`src/rtl/burst_addr_seq_pkg.sv`:
```
package burst_addr_seq_pkg;

  typedef enum logic {
    ORDER_LINEAR = 1'b0,
    ORDER_XOR    = 1'b1
  } order_e;

  typedef struct packed {
    logic wr;
    logic act;
  } acc_t;

endpackage

```
`src/rtl/burst_addr_seq_rst_sync.sv`:
```
module burst_addr_seq_rst_sync (
  input  logic clk,
  input  logic rst_n,
  output logic rst_q_n
);

  logic [1:0] sync_q;

  always_ff @(posedge clk or negedge rst_n) begin
    if (!rst_n) sync_q <= 2'b00;
    else        sync_q <= {sync_q[0], 1'b1};
  end

  assign rst_q_n = sync_q[1];

endmodule

```
`src/rtl/burst_addr_seq_beat_ctr.sv`:
```
module burst_addr_seq_beat_ctr #(
  parameter int LOW_W = 2
) (
  input  logic             clk,
  input  logic             rst_n,
  input  logic             load,
  input  logic             step,
  output logic [LOW_W-1:0] cnt
);

  logic [LOW_W-1:0] cnt_d;

  always_comb begin
    cnt_d = cnt;
    if (load)      cnt_d = '0;
    else if (step) cnt_d = cnt + LOW_W'(1);
  end

  always_ff @(posedge clk or negedge rst_n) begin
    if (!rst_n)             cnt <= '0;
    else if (load || step)  cnt <= cnt_d;
  end

endmodule

```
`src/rtl/burst_addr_seq_start_reg.sv`:
```
module burst_addr_seq_start_reg #(
  parameter int ADDR_W = 18
) (
  input  logic                          clk,
  input  logic                          rst_n,
  input  logic                          load,
  input  logic [ADDR_W-1:0]             ext_addr,
  input  logic                          wr_req,
  input  logic                          sel_ok,
  output logic [ADDR_W-1:0]             start_addr,
  output burst_addr_seq_pkg::acc_t      acc
);

  import burst_addr_seq_pkg::*;

  logic [ADDR_W-1:0] start_d;
  acc_t              acc_d;

  always_comb begin
    start_d = start_addr;
    acc_d   = acc;
    if (load) begin
      start_d    = ext_addr;
      acc_d.wr   = wr_req;
      acc_d.act  = sel_ok;
    end
  end

  always_ff @(posedge clk or negedge rst_n) begin
    if (!rst_n) begin
      start_addr <= '0;
      acc        <= '0;
    end else if (load) begin
      start_addr <= start_d;
      acc        <= acc_d;
    end
  end

endmodule

```
`src/rtl/burst_addr_seq_low_map.sv`:
```
module burst_addr_seq_low_map #(
  parameter int LOW_W = 2
) (
  input  logic             order_sel,
  input  logic [LOW_W-1:0] start_lo,
  input  logic [LOW_W-1:0] cnt,
  output logic [LOW_W-1:0] beat_lo
);

  import burst_addr_seq_pkg::*;

  order_e           ord;
  logic [LOW_W-1:0] lin_lo;
  logic [LOW_W-1:0] xor_lo;

  assign ord    = order_e'(order_sel);
  assign lin_lo = start_lo + cnt;
  assign xor_lo = start_lo ^ cnt;

  always_comb begin
    unique case (ord)
      ORDER_LINEAR: beat_lo = lin_lo;
      ORDER_XOR:    beat_lo = xor_lo;
      default:      beat_lo = lin_lo;
    endcase
  end

endmodule

```
`src/rtl/burst_addr_seq.sv`:
```
module burst_addr_seq #(
  parameter int ADDR_W = 18,
  parameter int LOW_W  = 2
) (
  input  logic              clk,
  input  logic              rst_n,
  input  logic              clk_en,
  input  logic              adv,
  input  logic              order_sel,
  input  logic [ADDR_W-1:0] ext_addr,
  input  logic              wr_req,
  input  logic              sel_ok,
  output logic [ADDR_W-1:0] cur_addr,
  output logic              cur_wr,
  output logic              cur_act
);

  import burst_addr_seq_pkg::*;

  localparam int HI_W = ADDR_W - LOW_W;

  logic              rst_q_n;
  logic              load;
  logic              step;
  logic [LOW_W-1:0]  cnt;
  logic [ADDR_W-1:0] start_addr;
  logic [LOW_W-1:0]  beat_lo;
  acc_t              acc;

  assign load = clk_en & ~adv;
  assign step = clk_en &  adv;

  burst_addr_seq_rst_sync u_rst (
    .clk     (clk),
    .rst_n   (rst_n),
    .rst_q_n (rst_q_n)
  );

  burst_addr_seq_beat_ctr #(.LOW_W(LOW_W)) u_ctr (
    .clk   (clk),
    .rst_n (rst_q_n),
    .load  (load),
    .step  (step),
    .cnt   (cnt)
  );

  burst_addr_seq_start_reg #(.ADDR_W(ADDR_W)) u_start (
    .clk        (clk),
    .rst_n      (rst_q_n),
    .load       (load),
    .ext_addr   (ext_addr),
    .wr_req     (wr_req),
    .sel_ok     (sel_ok),
    .start_addr (start_addr),
    .acc        (acc)
  );

  burst_addr_seq_low_map #(.LOW_W(LOW_W)) u_map (
    .order_sel (order_sel),
    .start_lo  (start_addr[LOW_W-1:0]),
    .cnt       (cnt),
    .beat_lo   (beat_lo)
  );

  assign cur_addr = {start_addr[ADDR_W-1 -: HI_W], beat_lo};
  assign cur_wr   = acc.wr;
  assign cur_act  = acc.act;

endmodule

```
`config.mk`:
```
export PLATFORM = sky130hd
export DESIGN_NAME = burst_addr_seq
export DESIGN_NICKNAME = d
export VERILOG_FILES = /design/src/rtl/burst_addr_seq_pkg.sv /design/src/rtl/burst_addr_seq_rst_sync.sv /design/src/rtl/burst_addr_seq_beat_ctr.sv /design/src/rtl/burst_addr_seq_start_reg.sv /design/src/rtl/burst_addr_seq_low_map.sv /design/src/rtl/burst_addr_seq.sv
export SDC_FILE = /design/constraint.sdc
export NUM_CORES = 1
export LEC_CHECK = 0
export ABC_AREA = 0
export CAP_MARGIN = 20
export CORE_MARGIN = 4
export CORE_UTILIZATION = 44
export CTS_BUF_LIST = sky130_fd_sc_hd__clkbuf_16
export CTS_CLUSTER_SIZE = 24
export DETAILED_ROUTE_END_ITERATION = 8
export PLACE_DENSITY = 0.83
export SLEW_MARGIN = 20
export SYNTH_ARGS = -nofsm -noshare
export SYNTH_HDL_FRONTEND = slang
export SYNTH_SLANG_ARGS = --single-unit
```
`constraint.sdc`:
```
create_clock -name clk -period 3 [get_ports clk]
set_clock_uncertainty 0.05 [all_clocks]
set_input_delay 0.45 -clock clk [delete_from_list [all_inputs] [get_ports clk]]
set_output_delay 0.45 -clock clk [all_outputs]
set_load 0.02 [all_outputs]
```
==> results of run 1 <==
==> state kept, by name, indices dropped and copies added (netlist names) <==
register / cells
u_start.start_addr: 18
u_ctr.cnt: 2
u_rst.sync_q: 2
u_start.acc: 2
==> placed cells by master, fill, tap and decap left out, drive strengths merged <==
cell type,instances
bufinv,1
clkbuf,3
clkdlybuf4s50,44
conb,1
dfrtp,24
ha,1
inv,1
mux2,20
mux2i,1
nand2,1
nand2b,1
nor2b,2
o21ai,1
o2bb2ai,1
xnor2,2
==> through the flow <==
step	area (sq um)	total power, mW	cells	utilization
6_report	1500	1.01	132	0.666
5_1_grt	1500	1.06	132	0.666
4_1_cts	1500	1.03	132	0.666
3_5_place_dp	1400	0.654	128	0.619
3_3_place_gp	1400	0.644	128	0.619
2_1_floorplan	1060	0.566	74	-
==> power groups by stage <==
stage	logic (mW)	registers [mW]	clock network, mW
6_report	0.245	0.398	0.367
5_1_grt	0.260	0.406	0.396
4_1_cts	0.250	0.399	0.379
3_5_place_dp	0.249	0.405	0
3_3_place_gp	0.243	0.401	0
2_1_floorplan	0.165	0.401	0
==> routing by layer <==
metal  wire (microns)  part of all wire  up-vias  track usage
met2             1070              0.57       12        0.233
met1              735              0.39      305        0.161
met4               10            0.0053        0       0.0497
met3               71             0.038        2       0.0385
li1                 -                 -      286            -
met5                0                 0        -            0
==> kinds of logic (layout without fill, tap and decap cells) <==
logic type                 Yosys count  in the layout
DFF                                 24             24
muxes                               21             21
buffers and inverters               19             49
and+or+nand+nor                      4              4
AOI/OAI and AO/OA                    2              2
xor gates and xnor gates             2              2
adders and majority gates            1              1
other                                1              1
==> worst min path at each step <==
stage | from | to | slack [ps]
floorplan | rst_n | u_rst.sync_q[0] | 100
global placement | u_rst.sync_q[0] | u_rst.sync_q[1] | 290
detailed placement | u_rst.sync_q[0] | u_rst.sync_q[1] | 290
CTS | rst_n | u_rst.sync_q[1] | 300
global route | rst_n | u_rst.sync_q[1] | 300
finish | u_rst.sync_q[1] | u_start.start_addr[11] | 290
==> final cells by class <==
type | count | area share
sequential | 24 | 0.400
timing repair buffer | 44 | 0.293
multi-input combinational | 31 | 0.211
clock buffer | 3 | 0.0500
tap | 28 | 0.0233
clock inverter | 1 | 0.0200
inverter | 1 | 0.00250
==> summary.txt, run 1 <==
Outcome
  • Outcome: complete, no violations

Worst setup path
  • Worst path cell trace: ha_1 > nor2b_1 > xnor2_1 > clkdlybuf4s50_1
  • Critical path depth: 4
  • Req. time, crit path: between 2000 and 3000 ps
  • Critical Path Fanout Max: 4
  • Startpoint Class: flop
  • Crit path DAT: 1760 ps
  • Reg2Reg Setup Slack: around 2100 ps
  • Crit path from: u_ctr.cnt[0]
  • Max stage delay on crit path: 620 ps
  • Setup CP Type: reg2out
  • R2r endpoint: u_start.start_addr[7]
  • Reg2reg path depth: 0
  • Reg-to-Reg Start: u_rst.sync_q[1]
  • CP delay by family, top: buffers and inverters
  • Nature of the critical path endpoint: output pin
  • Bufs and invs on worst path: 1
  • Slowest CP cell: clkdlybuf4s50_1
  • CP endpoint: cur_addr[1]

Cells and area
  • Area of the multi-input gates: 317 sq um
  • # diodes: 0
  • Layout cell share with drive strength beyond 1: 0.240
  • Layout net count: ~130
  • Register area: roughly 600 sq um
  • P&R area growth vs syn: 41.2%
  • Filler Cells Inserted: between 150 and 200

STA
  • Post-Route Setup TNS: 0 ps
  • Final Hold Viols: 0
  • Peak Freq: about 440 MHz
  • Min Hold Slack: 294 ps
  • Max-slew headroom: 0.449
  • Tcrit/Tclk final: 0.754
  • Final setup fails: 0
  • RSZ-0062 raised after global routing: false
  • Final min period: 2260 ps
  • Final worst slack: roughly 740 ps
  • Slew Limit Fails: 0
  • Worst-margin pin slew: just over 800 ps

Synth
  • Synth Area in XOR/XNOR: 0.0165
  • Syn Inst Count: 74
  • Yosys cell types: 16
  • Main combinational cell family by area after synthesis: multiplexers
  • Post-synth EDFFs: 0
  • Avg Inst Size Synth: ~14 sq um
  • Post-Synth Adder-Cell Area: 0.0118
  • Warnings, synthesis: 0
  • Main area contributors after synthesis: dfrtp_1 56%, mux2_2 20%, buf_4 11%
  • Post-synth top area share: 0.565
  • Post-synthesis mux area share: 0.225
  • Top FF cell, synth: dfrtp_1
  • Post-Syn Nets: 100
  • Area leader, netlist: dfrtp_1
  • Post-synthesis register bit count: 24
  • Compound-gate portion of the synthesized area: 0.0129
  • Synth Area in Simple Gates: 0.0282
  • Mapped cell area: roughly 1100 sq um
  • Ys async rst share: 1.00
  • Most repeated cell in the gate-level netlist after synthesis: dfrtp_1
  • Top post-synthesis cells by count: 24 x dfrtp_1, 19 x mux2_2, 16 x buf_4, 2 x buf_6, 2 x xnor2_1
  • Register area share after synthesis: 0.565

Pwr
  • Combinational Power Share: 0.243
  • Switching share of total power: 0.230
  • Pwr per Cell Area: between 600 and 700 nW/um^2
  • Pint: between 0.7 and 0.8 mW
  • Net Switching: about 0.23 mW
  • Peak VDD IR: about 0.48 mV
  • Sequential Power Share: 0.394
  • Static leakage: ~0.63 nW
  • Clock share of power: 0.363

GRT
  • First-pass GRT wire length: about 3.4 mm
  • Total gr overflow: 0
  • Initial antenna violation count: 0
  • Number of global-route vias before repair: between 700 and 800
  • Largest net degree at the start of global routing: 23
  • GRT Util Overall: 0.136

CTS
  • Resized cells post-CTS: 0
  • TritonCTS Sinks: 24
  • Clk Latency, worst-skew pair: ~250 ps
  • Setup bufs post-CTS: 0
  • Clk buf depth: 2
  • Clock Tree Root: clkbuf_16
  • H-tree levels: 1
  • Number of hold buffers added after cts: 0
  • Inserted Clock Buffers: 3
  • Clk pin slew, worst setup/hold paths: about 60 ps
  • CTS tree: yes

Route
  • Wire per inst: ~14 microns
  • Vias per cell: 4.58
  • DRT Pass-1 Iters: 4
  • Drt first-iter violations: 5
  • ANT nets after route: 0
  • Via count: about 610
  • DR DRC count: 0
  • Final wirelength: ~1.9 mm

Placement
  • Pre-CTS setup slack: 753 ps
  • HPWL Detailed: ~1.5 mm
  • Routability cong.: about 0.69
  • Port bufs: 44

Floorplanning
  • I/O pins: 45
  • Num rows: 17
  • Die area: between 3000 and 4000 sq um
  • Vert. Die Dim: ~57 microns
  • Area of the core: around 2300 sq um
  • DIE WIDTH: approximately 57 microns
  • Initial Util: 0.472

Job
  • Max_cap viols: 0

Min path
  • Worst Hold Class: reg2async
Note: power is estimated with default switching activity, not from simulation.
==> inputs of run 2 (changes only) <==
- CORE_UTILIZATION: 44 -> 37
- PLACE_DENSITY: 0.83 -> 0.75
- clock period: 3 -> 2 ns (I/O delays scaled with it)
==> run 2 against run 1 <==
Compared with the run above: cell count up 3.8%; core utilization fell by 12 points; sequential share of layout area up 0.23 points; die area is 16% higher; global-route usage fell by 2.3 points; wire length up 3.3%; critical endpoint is now cur_addr[0]; largest power group unchanged; highest routed layer unchanged.
==> summary.txt, run 2 (synthesis results as in run 1) <==
Worst setup path
  • Setup CP Type: reg2out
  • Reg2Reg Setup Slack: 1050 ps (-1040 ps)
  • Reg2reg path depth: 0 (unchanged)
  • Slowest CP cell: clkdlybuf4s50_1
  • Critical Path Fanout Max: 4 (unchanged)
  • Req. time, crit path: 1650 ps (-850 ps)
  • Nature of the critical path endpoint: output pin
  • Max stage delay on crit path: 590 ps (-30 ps)
  • R2r endpoint: u_ctr.cnt[0]
  • Worst path cell trace: ha_1 > clkdlybuf4s50_1
  • Reg-to-Reg Start: u_rst.sync_q[1]
  • Startpoint Class: flop
  • Crit path DAT: 1550 ps (-210 ps)

Cells and area
  • Fin cells: 137 (+3.8%)
  • Layout cell share with drive strength beyond 1: 0.245 (+0.00490)
  • P&R area growth vs syn: 40.4%
  • # diodes: 0 (unchanged)
  • Filler Cells Inserted: 238 (+34%)
  • Leading cell type in the layout, fill and taps excluded: clkdlybuf4s50_1
  • Reg with most FFs: u_start.start_addr
  • Layout net count: 133 (+1.5%)
  • Max reg flops: 18 (unchanged)
  • Utilization after layout: 0.541 (-0.125)
  • Most frequent cells in the layout: 43 x clkdlybuf4s50_1, 24 x dfrtp_1, 19 x mux2_2, 3 x clkbuf_16

STA
  • Worst-margin pin slew: 873 ps (+46.4 ps)
  • Tcrit/Tclk final: 0.949
  • Final min period: around 1900 ps
  • RSZ-0062 raised after global routing: false
  • Final setup fails: 0 (unchanged)
  • Min Hold Slack: 155 ps (-139 ps)
  • Slew Limit Fails: 0 (unchanged)
  • Peak Freq: 527 MHz
  • Post-Route Setup TNS: 0 ps (unchanged)
  • Max-slew headroom: 0.418 (-0.0309)
  • Final Hold Viols: 0 (unchanged)

CTS
  • TritonCTS Sinks: 24 (unchanged)
  • H-tree levels: 1 (unchanged)
  • CTS tree: yes
  • Clk pin slew, worst setup/hold paths: 60 ps (about the same)
  • Clk buf depth: 2 (unchanged)
  • Clock Tree Root: clkbuf_16
  • Clk Latency, worst-skew pair: 250 ps (about the same)
  • Inserted Clock Buffers: 3 (unchanged)
  • Setup bufs post-CTS: 0 (unchanged)

Route
  • DR DRC count: 0 (unchanged)
  • Final wirelength: 1.95 mm (+3.3%)
  • Via count: 625 (+3.3%)
  • Vias per cell: 4.56 (-0.46%)
  • ANT nets after route: 0 (unchanged)
  • Wire per inst: 14.2 microns (-0.43%)
  • Drt first-iter violations: 10 (+5)
  • DRT Pass-1 Iters: 3 (-1)

Min path
  • Worst Hold Class: in2async

Floorplanning
  • Initial Util: 0.386 (-0.0860)
  • Die area: 3800 sq um (+16%)
  • Num rows: 19 (+2)
  • I/O pins: 45 (unchanged)
  • Vert. Die Dim: 61.6 microns (+7.8%)
  • DIE WIDTH: 61.6 microns (+7.8%)
  • Area of the core: 2760 sq um (+22%)

GRT
  • First-pass GRT wire length: 3.07 mm (-11%)
  • GRT Util Overall: 0.113 (-0.0227)
  • Number of global-route vias before repair: 708 (-1.5%)
  • Total gr overflow: 0 (unchanged)
  • Initial antenna violation count: 0 (unchanged)
  • Largest net degree at the start of global routing: 23 (unchanged)

Placement
  • HPWL Detailed: 1.53 mm (+2.0%)
  • Port bufs: 44 (unchanged)
  • Routability cong.: 0.639 (-7.4%)
  • Inst Count DP: 133 (+3.9%)

Job
  • Max_cap viols: 0 (unchanged)

Pwr
  • Pwr per Cell Area: 932 nW/um^2 (+39%)
  • Peak VDD IR: 0.563 mV (+16%)
  • Tot Pwr: 1.39 mW (+38%)
  • Static leakage: 0.626 nW (-0.14%)

Outcome
  • Outcome: complete, no violations
[run 2: power by group]
part | switching [mW] | leakage (nW) | internal, mW
Combinational | 0.152 | 0.304 | 0.214
Clock | 0.162 | 0.0385 | 0.267
Sequential | 0.0438 | 0.284 | 0.552
[run 2: final cells by class]
class | count | area (sq um) | share of cell area
flip-flops and latches | 24 | 601 | 0.402
repair buffers | 46 | 454 | 0.304
multi-input cells | 31 | 317 | 0.212
clock buffers | 3 | 75.1 | 0.0503
well taps | 31 | 38.8 | 0.0260
clock inverters | 1 | 3.75 | 0.00251
inverters | 1 | 3.75 | 0.00251
[run 2: layer usage]
layer  up-vias  wire, microns  part of all wire  GRT usage
li1        292              -                 -          -
met1       308            718              0.37      0.124
met2        23           1030              0.53      0.190
met3         2            194              0.10     0.0503
met4         0              9            0.0046     0.0455
met5         -              0                 0          0
[run 2: through the flow]
| step | worst slack [ps] | instance area, sq um |
|---|---|---|
| after floorplan | 565 | 1060 |
| after global placement | 75.5 | 1420 |
| after detailed placement | 58.4 | 1420 |
| after CTS | 80.0 | 1490 |
| after global routing | 37.1 | 1490 |
| final | 102 | 1490 |
[run 2: critical path: cells and delay by family, from the launching register on]
kind	cells	cell delay, ps
DFF	1	410
buffers and inverters	1	590
adders and majority gates	1	290
[run 2: worst max path at each step]
stage,startpoint,end,slack [ps],cells past startpoint
2_1_floorplan,u_ctr.cnt[0],cur_addr[1],560,3
3_3_place_gp,order_sel,cur_addr[1],80,4
3_5_place_dp,order_sel,cur_addr[1],60,4
4_1_cts,u_ctr.cnt[0],cur_addr[0],80,2
5_1_grt,u_ctr.cnt[0],cur_addr[0],40,2
6_report,u_ctr.cnt[0],cur_addr[0],100,2
[run 2: repair_timing]
| action | CTS | global route |
|---|---|---|
| hold buffers | 0 | 0 |
| setup endpoints to repair | 1 | 0 |
| gates resized for setup | 1 | 0 |
